`src/rtl/sym_out_mux_pkg.sv`:
```
package sym_out_mux_pkg;

  typedef enum logic [1:0] {
    SRC_CORR  = 2'b00,
    SRC_PHASE = 2'b01,
    SRC_GAIN  = 2'b10,
    SRC_MOD   = 2'b11
  } aux_src_e;

  localparam int STB_SYM  = 0;
  localparam int STB_HALF = 1;
  localparam int STB_NUM  = 2;

endpackage

```
`src/rtl/strobe_delay.sv`:
```
module strobe_delay #(
  parameter int STAGES = 2,
  parameter int WIDTH  = 2
) (
  input  logic             clk,
  input  logic             rst,
  input  logic [WIDTH-1:0] stb_in,
  output logic [WIDTH-1:0] stb_out
);

  generate
    if (STAGES == 0) begin : g_pass
      assign stb_out = stb_in;
    end else begin : g_chain
      logic [WIDTH-1:0] stage_q [STAGES];
      for (genvar s = 0; s < STAGES; s++) begin : g_stage
        always_ff @(posedge clk) begin
          if (rst) begin
            stage_q[s] <= '0;
          end else if (s == 0) begin
            stage_q[s] <= stb_in;
          end else begin
            stage_q[s] <= stage_q[(s == 0) ? 0 : s-1];
          end
        end
      end
      assign stb_out = stage_q[STAGES-1];
    end
  endgenerate

endmodule

```
`src/rtl/aux_source_select.sv`:
```
module aux_source_select
  import sym_out_mux_pkg::*;
#(
  parameter int NIB_W = 4
) (
  input  aux_src_e             src,
  input  logic [NIB_W-1:0]     corr_i,
  input  logic [NIB_W-1:0]     corr_q,
  input  logic [2*NIB_W-1:0]   carrier_phase,
  input  logic [2*NIB_W-1:0]   gain_level,
  input  logic [2*NIB_W-1:0]   vec_modulus,
  output logic [NIB_W-1:0]     aux_i,
  output logic [NIB_W-1:0]     aux_q
);

  localparam int WORD_W = 2*NIB_W;

  logic [WORD_W-1:0] word;

  always_comb begin
    unique case (src)
      SRC_CORR:  word = {corr_i, corr_q};
      SRC_PHASE: word = carrier_phase;
      SRC_GAIN:  word = gain_level;
      SRC_MOD:   word = vec_modulus;
      default:   word = '0;
    endcase
  end

  assign aux_i = word[WORD_W-1:NIB_W];
  assign aux_q = word[NIB_W-1:0];

endmodule

```
`src/rtl/sym_out_register.sv`:
```
module sym_out_register
  import sym_out_mux_pkg::*;
#(
  parameter int NIB_W = 4
) (
  input  logic             clk,
  input  logic             rst,
  input  logic             sym_stb,
  input  logic             half_stb,
  input  logic             swap_cfg,
  input  logic [1:0]       src_cfg,
  input  logic [NIB_W-1:0] prim_i,
  input  logic [NIB_W-1:0] prim_q,
  input  logic [NIB_W-1:0] aux_i,
  input  logic [NIB_W-1:0] aux_q,
  output aux_src_e         src_q,
  output logic [NIB_W-1:0] out_i,
  output logic [NIB_W-1:0] out_q,
  output logic             ref_q
);

  logic swap_q;

  always_ff @(posedge clk) begin
    if (rst) begin
      swap_q <= 1'b0;
      src_q  <= SRC_CORR;
    end else if (sym_stb) begin
      swap_q <= swap_cfg;
      src_q  <= aux_src_e'(src_cfg);
    end
  end

  always_ff @(posedge clk) begin
    if (rst) begin
      out_i <= '0;
      out_q <= '0;
      ref_q <= 1'b0;
    end else begin
      ref_q <= sym_stb;
      if (sym_stb) begin
        out_i <= prim_i;
        out_q <= prim_q;
      end else if (half_stb && swap_q) begin
        out_i <= aux_i;
        out_q <= aux_q;
      end
    end
  end

  AST_RST_CLEAR: assert property (@(posedge clk)
    rst |=> (out_i == '0 && out_q == '0 && !ref_q));

  AST_SYM_LOAD: assert property (@(posedge clk) disable iff (rst)
    sym_stb |=> ({out_i, out_q} == $past({prim_i, prim_q}) && ref_q));

  AST_HOLD_NOSWAP: assert property (@(posedge clk) disable iff (rst)
    (!sym_stb && !swap_q) |=> $stable({out_i, out_q}));

  AST_HALF_AUX: assert property (@(posedge clk) disable iff (rst)
    (half_stb && !sym_stb && swap_q) |=> ({out_i, out_q} == $past({aux_i, aux_q})));

  AST_CFG_HOLD: assert property (@(posedge clk) disable iff (rst)
    !sym_stb |=> ($stable(swap_q) && $stable(src_q)));

endmodule

```
`src/rtl/sym_out_mux.sv`:
```
module sym_out_mux
  import sym_out_mux_pkg::*;
#(
  parameter int NIB_W       = 4,
  parameter int SYNC_STAGES = 2
) (
  input  logic               clk,
  input  logic               rst,
  input  logic               sym_start_in,
  input  logic               half_start_in,
  input  logic               swap_sel,
  input  logic [1:0]         out_sel,
  input  logic [NIB_W-1:0]   prim_i,
  input  logic [NIB_W-1:0]   prim_q,
  input  logic [NIB_W-1:0]   corr_i,
  input  logic [NIB_W-1:0]   corr_q,
  input  logic [2*NIB_W-1:0] carrier_phase,
  input  logic [2*NIB_W-1:0] gain_level,
  input  logic [2*NIB_W-1:0] vec_modulus,
  output logic [NIB_W-1:0]   out_i,
  output logic [NIB_W-1:0]   out_q,
  output logic               sym_ref_out
);

  logic [STB_NUM-1:0] stb_raw;
  logic [STB_NUM-1:0] stb_int;
  aux_src_e           src_cur;
  logic [NIB_W-1:0]   aux_i;
  logic [NIB_W-1:0]   aux_q;

  assign stb_raw[STB_SYM]  = sym_start_in;
  assign stb_raw[STB_HALF] = half_start_in;

  strobe_delay #(
    .STAGES (SYNC_STAGES),
    .WIDTH  (STB_NUM)
  ) i_strobe_delay (
    .clk     (clk),
    .rst     (rst),
    .stb_in  (stb_raw),
    .stb_out (stb_int)
  );

  aux_source_select #(
    .NIB_W (NIB_W)
  ) i_aux_source_select (
    .src           (src_cur),
    .corr_i        (corr_i),
    .corr_q        (corr_q),
    .carrier_phase (carrier_phase),
    .gain_level    (gain_level),
    .vec_modulus   (vec_modulus),
    .aux_i         (aux_i),
    .aux_q         (aux_q)
  );

  sym_out_register #(
    .NIB_W (NIB_W)
  ) i_sym_out_register (
    .clk      (clk),
    .rst      (rst),
    .sym_stb  (stb_int[STB_SYM]),
    .half_stb (stb_int[STB_HALF]),
    .swap_cfg (swap_sel),
    .src_cfg  (out_sel),
    .prim_i   (prim_i),
    .prim_q   (prim_q),
    .aux_i    (aux_i),
    .aux_q    (aux_q),
    .src_q    (src_cur),
    .out_i    (out_i),
    .out_q    (out_q),
    .ref_q    (sym_ref_out)
  );

  AST_REF_ALIGN: assert property (@(posedge clk) disable iff (rst)
    sym_ref_out |-> $past(stb_int[STB_SYM]));

endmodule

```
`config.mk`:
```
export PLATFORM = sky130hd
export DESIGN_NAME = sym_out_mux
export DESIGN_NICKNAME = d
export VERILOG_FILES = /design/src/rtl/sym_out_mux_pkg.sv /design/src/rtl/strobe_delay.sv /design/src/rtl/aux_source_select.sv /design/src/rtl/sym_out_register.sv /design/src/rtl/sym_out_mux.sv
export SDC_FILE = /design/constraint.sdc
export NUM_CORES = 1
export LEC_CHECK = 0
export ABC_CLOCK_PERIOD_IN_PS = 2800
export BUFFER_PORTS_ARGS = -buffer_cell sky130_fd_sc_hd__buf_2
export CAP_MARGIN = 10
export CORE_MARGIN = 4
export CORE_UTILIZATION = 46
export CTS_BUF_LIST = sky130_fd_sc_hd__clkbuf_8
export CTS_CLUSTER_SIZE = 24
export DETAILED_ROUTE_END_ITERATION = 16
export PLACE_DENSITY = 0.84
export SYNTH_ARGS = -nofsm -noshare
export SYNTH_HDL_FRONTEND = slang
export SYNTH_SLANG_ARGS = --single-unit
```
`constraint.sdc`:
```
create_clock -name clk -period 2.8 [get_ports clk]
set_input_delay 0.56 -clock clk [delete_from_list [all_inputs] [get_ports clk]]
set_output_delay 0.56 -clock clk [all_outputs]
set_load 0.01 [all_outputs]
```
==> impl_metrics.toml <==
[status]
run_status = "finished, final reports clean"

[place]
post-dp-hpwl_mm = 1.78
place_congestion = 0.813
place_area_sq_um = 1090
numPortBuffers = 55
dp_cells = 160

[yosys]
yosysTopAreaCell = "dfxtp_1"
yosysMostFrequentCell = "mux2i_1"
synth_cells = 86
synth.top_cell.area_share = 0.379
dominantRegCellSynth = "dfxtp_1"
synth_edf_count = 0
synthTopCellsByArea = "dfxtp_1, mux2i_1, nor2b_1"
synth_seq_cells = 16
async_flop_share = 0
yosysWarnings = 0
syn_area_sq_um = 845
ys_seq_area_frac = 0.379
syn_avg_cell_area_sq_um = 9.82
syn_nets = 133
ys_types = 14
synth_common_cells = "mux2i_1, dfxtp_1, nor2b_1"

[global_routing]
grt_max_degree = 18
grt_pass1_wl_mm = 3.22
antenna_found_initial = 0
grt_overflow = 0
grt_pass1_vias = 775
grt_usage = 0.170

[final_layout]
fin_nets = 187
multiInputGateArea_sq_um = 459
final_area_sq_um = 1130
layoutNonFillerInstCount = 163
register_area_sq_um = 320
drive_gt1_frac = 0.435
syn_to_final_growth_pct = 33.5
diodes = 0
fillers = 146

[setup_path]
cp-end-kind = "register"
critPathLaunchType = "register"
crit_path_top_delay_cell = "dfxtp_1"
rrSetupSlack_ns = 1.09
worstPathCellList = "mux2i_1 > a21oi_1 > a32o_1"
path_max_fanout = 17
critPathRequiredTime_ns = 2.94
critPathArrivalTime_ns = 1.86
critPathKind = "register to register"
critPathMaxStageDelay_ns = 0.93

[worst_hold_path]
hold_path.class = "register to register"

[sta]
hold_viol_final = 0
period_share = 0.612
fin_worst_skew_ns = 0.00136
slew_headroom = 0.379
fin_crit_ns = 1.71
setup_violations = 0
fmax_mhz = 583
final_max_slew_viol_count = 0
fin_tns_setup_ns = 0
holdWs_ns = 0.439
tightest_slew_ns = 0.931
rsz0062_at_grt = "no"

[routing]
vias_per_cell = 5.16
ant_nets = 0
drtIter0Drc = 16
wl_mm = 2.29
vias = 841
post_drt_wl_per_cell_um = 14.1
drc = 0
dr.pass1.iters = 4

[floorplan]
die_x_um = 50.9
start_util = 0.489
io_pins = 56
dieArea_sq_um = 2590
floorplan.rows = 15
die_y_um = 50.9
coreArea_sq_um = 1730

[clock_tree]
cts_resized = 0
post_cts_buffers = 0
clockBufferDepth = 2
clk_pin_slew_ns = 0.06
cts_tree = "done"
worstSkewPairLatency_ns = 0.25
clock_tree.root_cell = "clkbuf_8"
htree_levels = 1
numCtsBuffers = 3
cts_num_sinks = 16
ctsHoldBuffers = 0

[run]
maxCapViolations = 0

[pwr]
leakage_uw = 0.000516
switchingPower_uw = 122
p_sw_frac = 0.242
peakVddDrop_uv = 345
power_density_nw_per_um2 = 446
clockPowerShare = 0.342
internal-power_uw = 381
finalPower_uw = 502
combPwrFrac = 0.166
seqPwrFrac = 0.492
## cell type report
| type | instances | area share |
|---|---|---|
| clock buffer | 3 | 0.0366 |
| tap | 25 | 0.0277 |
| multi-input combinational | 64 | 0.407 |
| timing repair buffer | 55 | 0.244 |
| sequential | 16 | 0.284 |
## layer usage
metal,share of wire,track usage,vias to the layer above
met1,0.37,0.165,391
met5,0,0,-
met4,0.024,0.0942,0
met2,0.53,0.326,34
li1,-,-,410
met3,0.076,0.0408,6
## path summary, 6_finish.rpt
path / from / to / cells past startpoint
setup / recovery: i_sym_out_register.src_q[0]$_SDFFE_PP0P_ / i_sym_out_register.out_q[2]$_SDFFE_PP0P_ / 3
hold / removal: i_strobe_delay.g_chain.stage_q[0][0]$_SDFF_PP0_ / i_strobe_delay.g_chain.stage_q[1][0]$_SDFF_PP0_ / 1
hold reg to reg: i_strobe_delay.g_chain.stage_q[0][0]$_SDFF_PP0_ / i_strobe_delay.g_chain.stage_q[1][0]$_SDFF_PP0_ / 1
setup reg to reg: i_sym_out_register.src_q[0]$_SDFFE_PP0P_ / i_sym_out_register.out_q[2]$_SDFFE_PP0P_ / 3
## power groups by stage
stage                     clock, uW  sequential [uW]  combinational (uW)
after floorplan                   0              250                45.8
after global routing            182              248                91.5
after detailed placement          0              252                83.5
final                           172              247                83.1
after CTS                       175              247                83.9
after global placement            0              252                79.3
## sequential cells by signal (all words and copies together), names as in the netlist
signal                          flops
i_sym_out_register.out_i            4
i_sym_out_register.swap_q           1
i_strobe_delay.g_chain.stage_q      4
i_sym_out_register.src_q            2
i_sym_out_register.out_q            4
i_sym_out_register.ref_q            1
## kinds of logic after synthesis
| family | synth area share |
|---|---|
| simple gates | 0.172 |
| compound gates | 0.159 |
| mux | 0.213 |
| flops | 0.379 |
| buf+inv | 0.0770 |
## worst max-delay path, delay by kind of cell, from the launching register on
kind / cells / cell delay, ns
multiplexers: 1 / 0.30
flip-flops: 1 / 0.93
AO/OA/AOI/OAI: 2 / 0.37
## metrics by stage
step           setup slack, ns   util
2_1_floorplan             1.53      -
3_3_place_gp              1.16  0.629
3_5_place_dp              1.09  0.629
4_1_cts                   1.10  0.653
5_1_grt                  0.986  0.653
6_report                  1.09  0.653
## cells in the final DEF (no fill, tap or decap)
| cell type | instances |
|---|---|
| mux2i_1 | 18 |
| a21oi_1 | 9 |
| and2b_2 | 1 |
| clkbuf_8 | 3 |
| a32o_1 | 8 |
| nor2b_1 | 14 |
| a21oi_2 | 1 |
| buf_2 | 55 |
| nor2_1 | 5 |
| dfxtp_1 | 16 |
| nand2_1 | 8 |
Note: power is estimated with default switching activity, not from simulation.
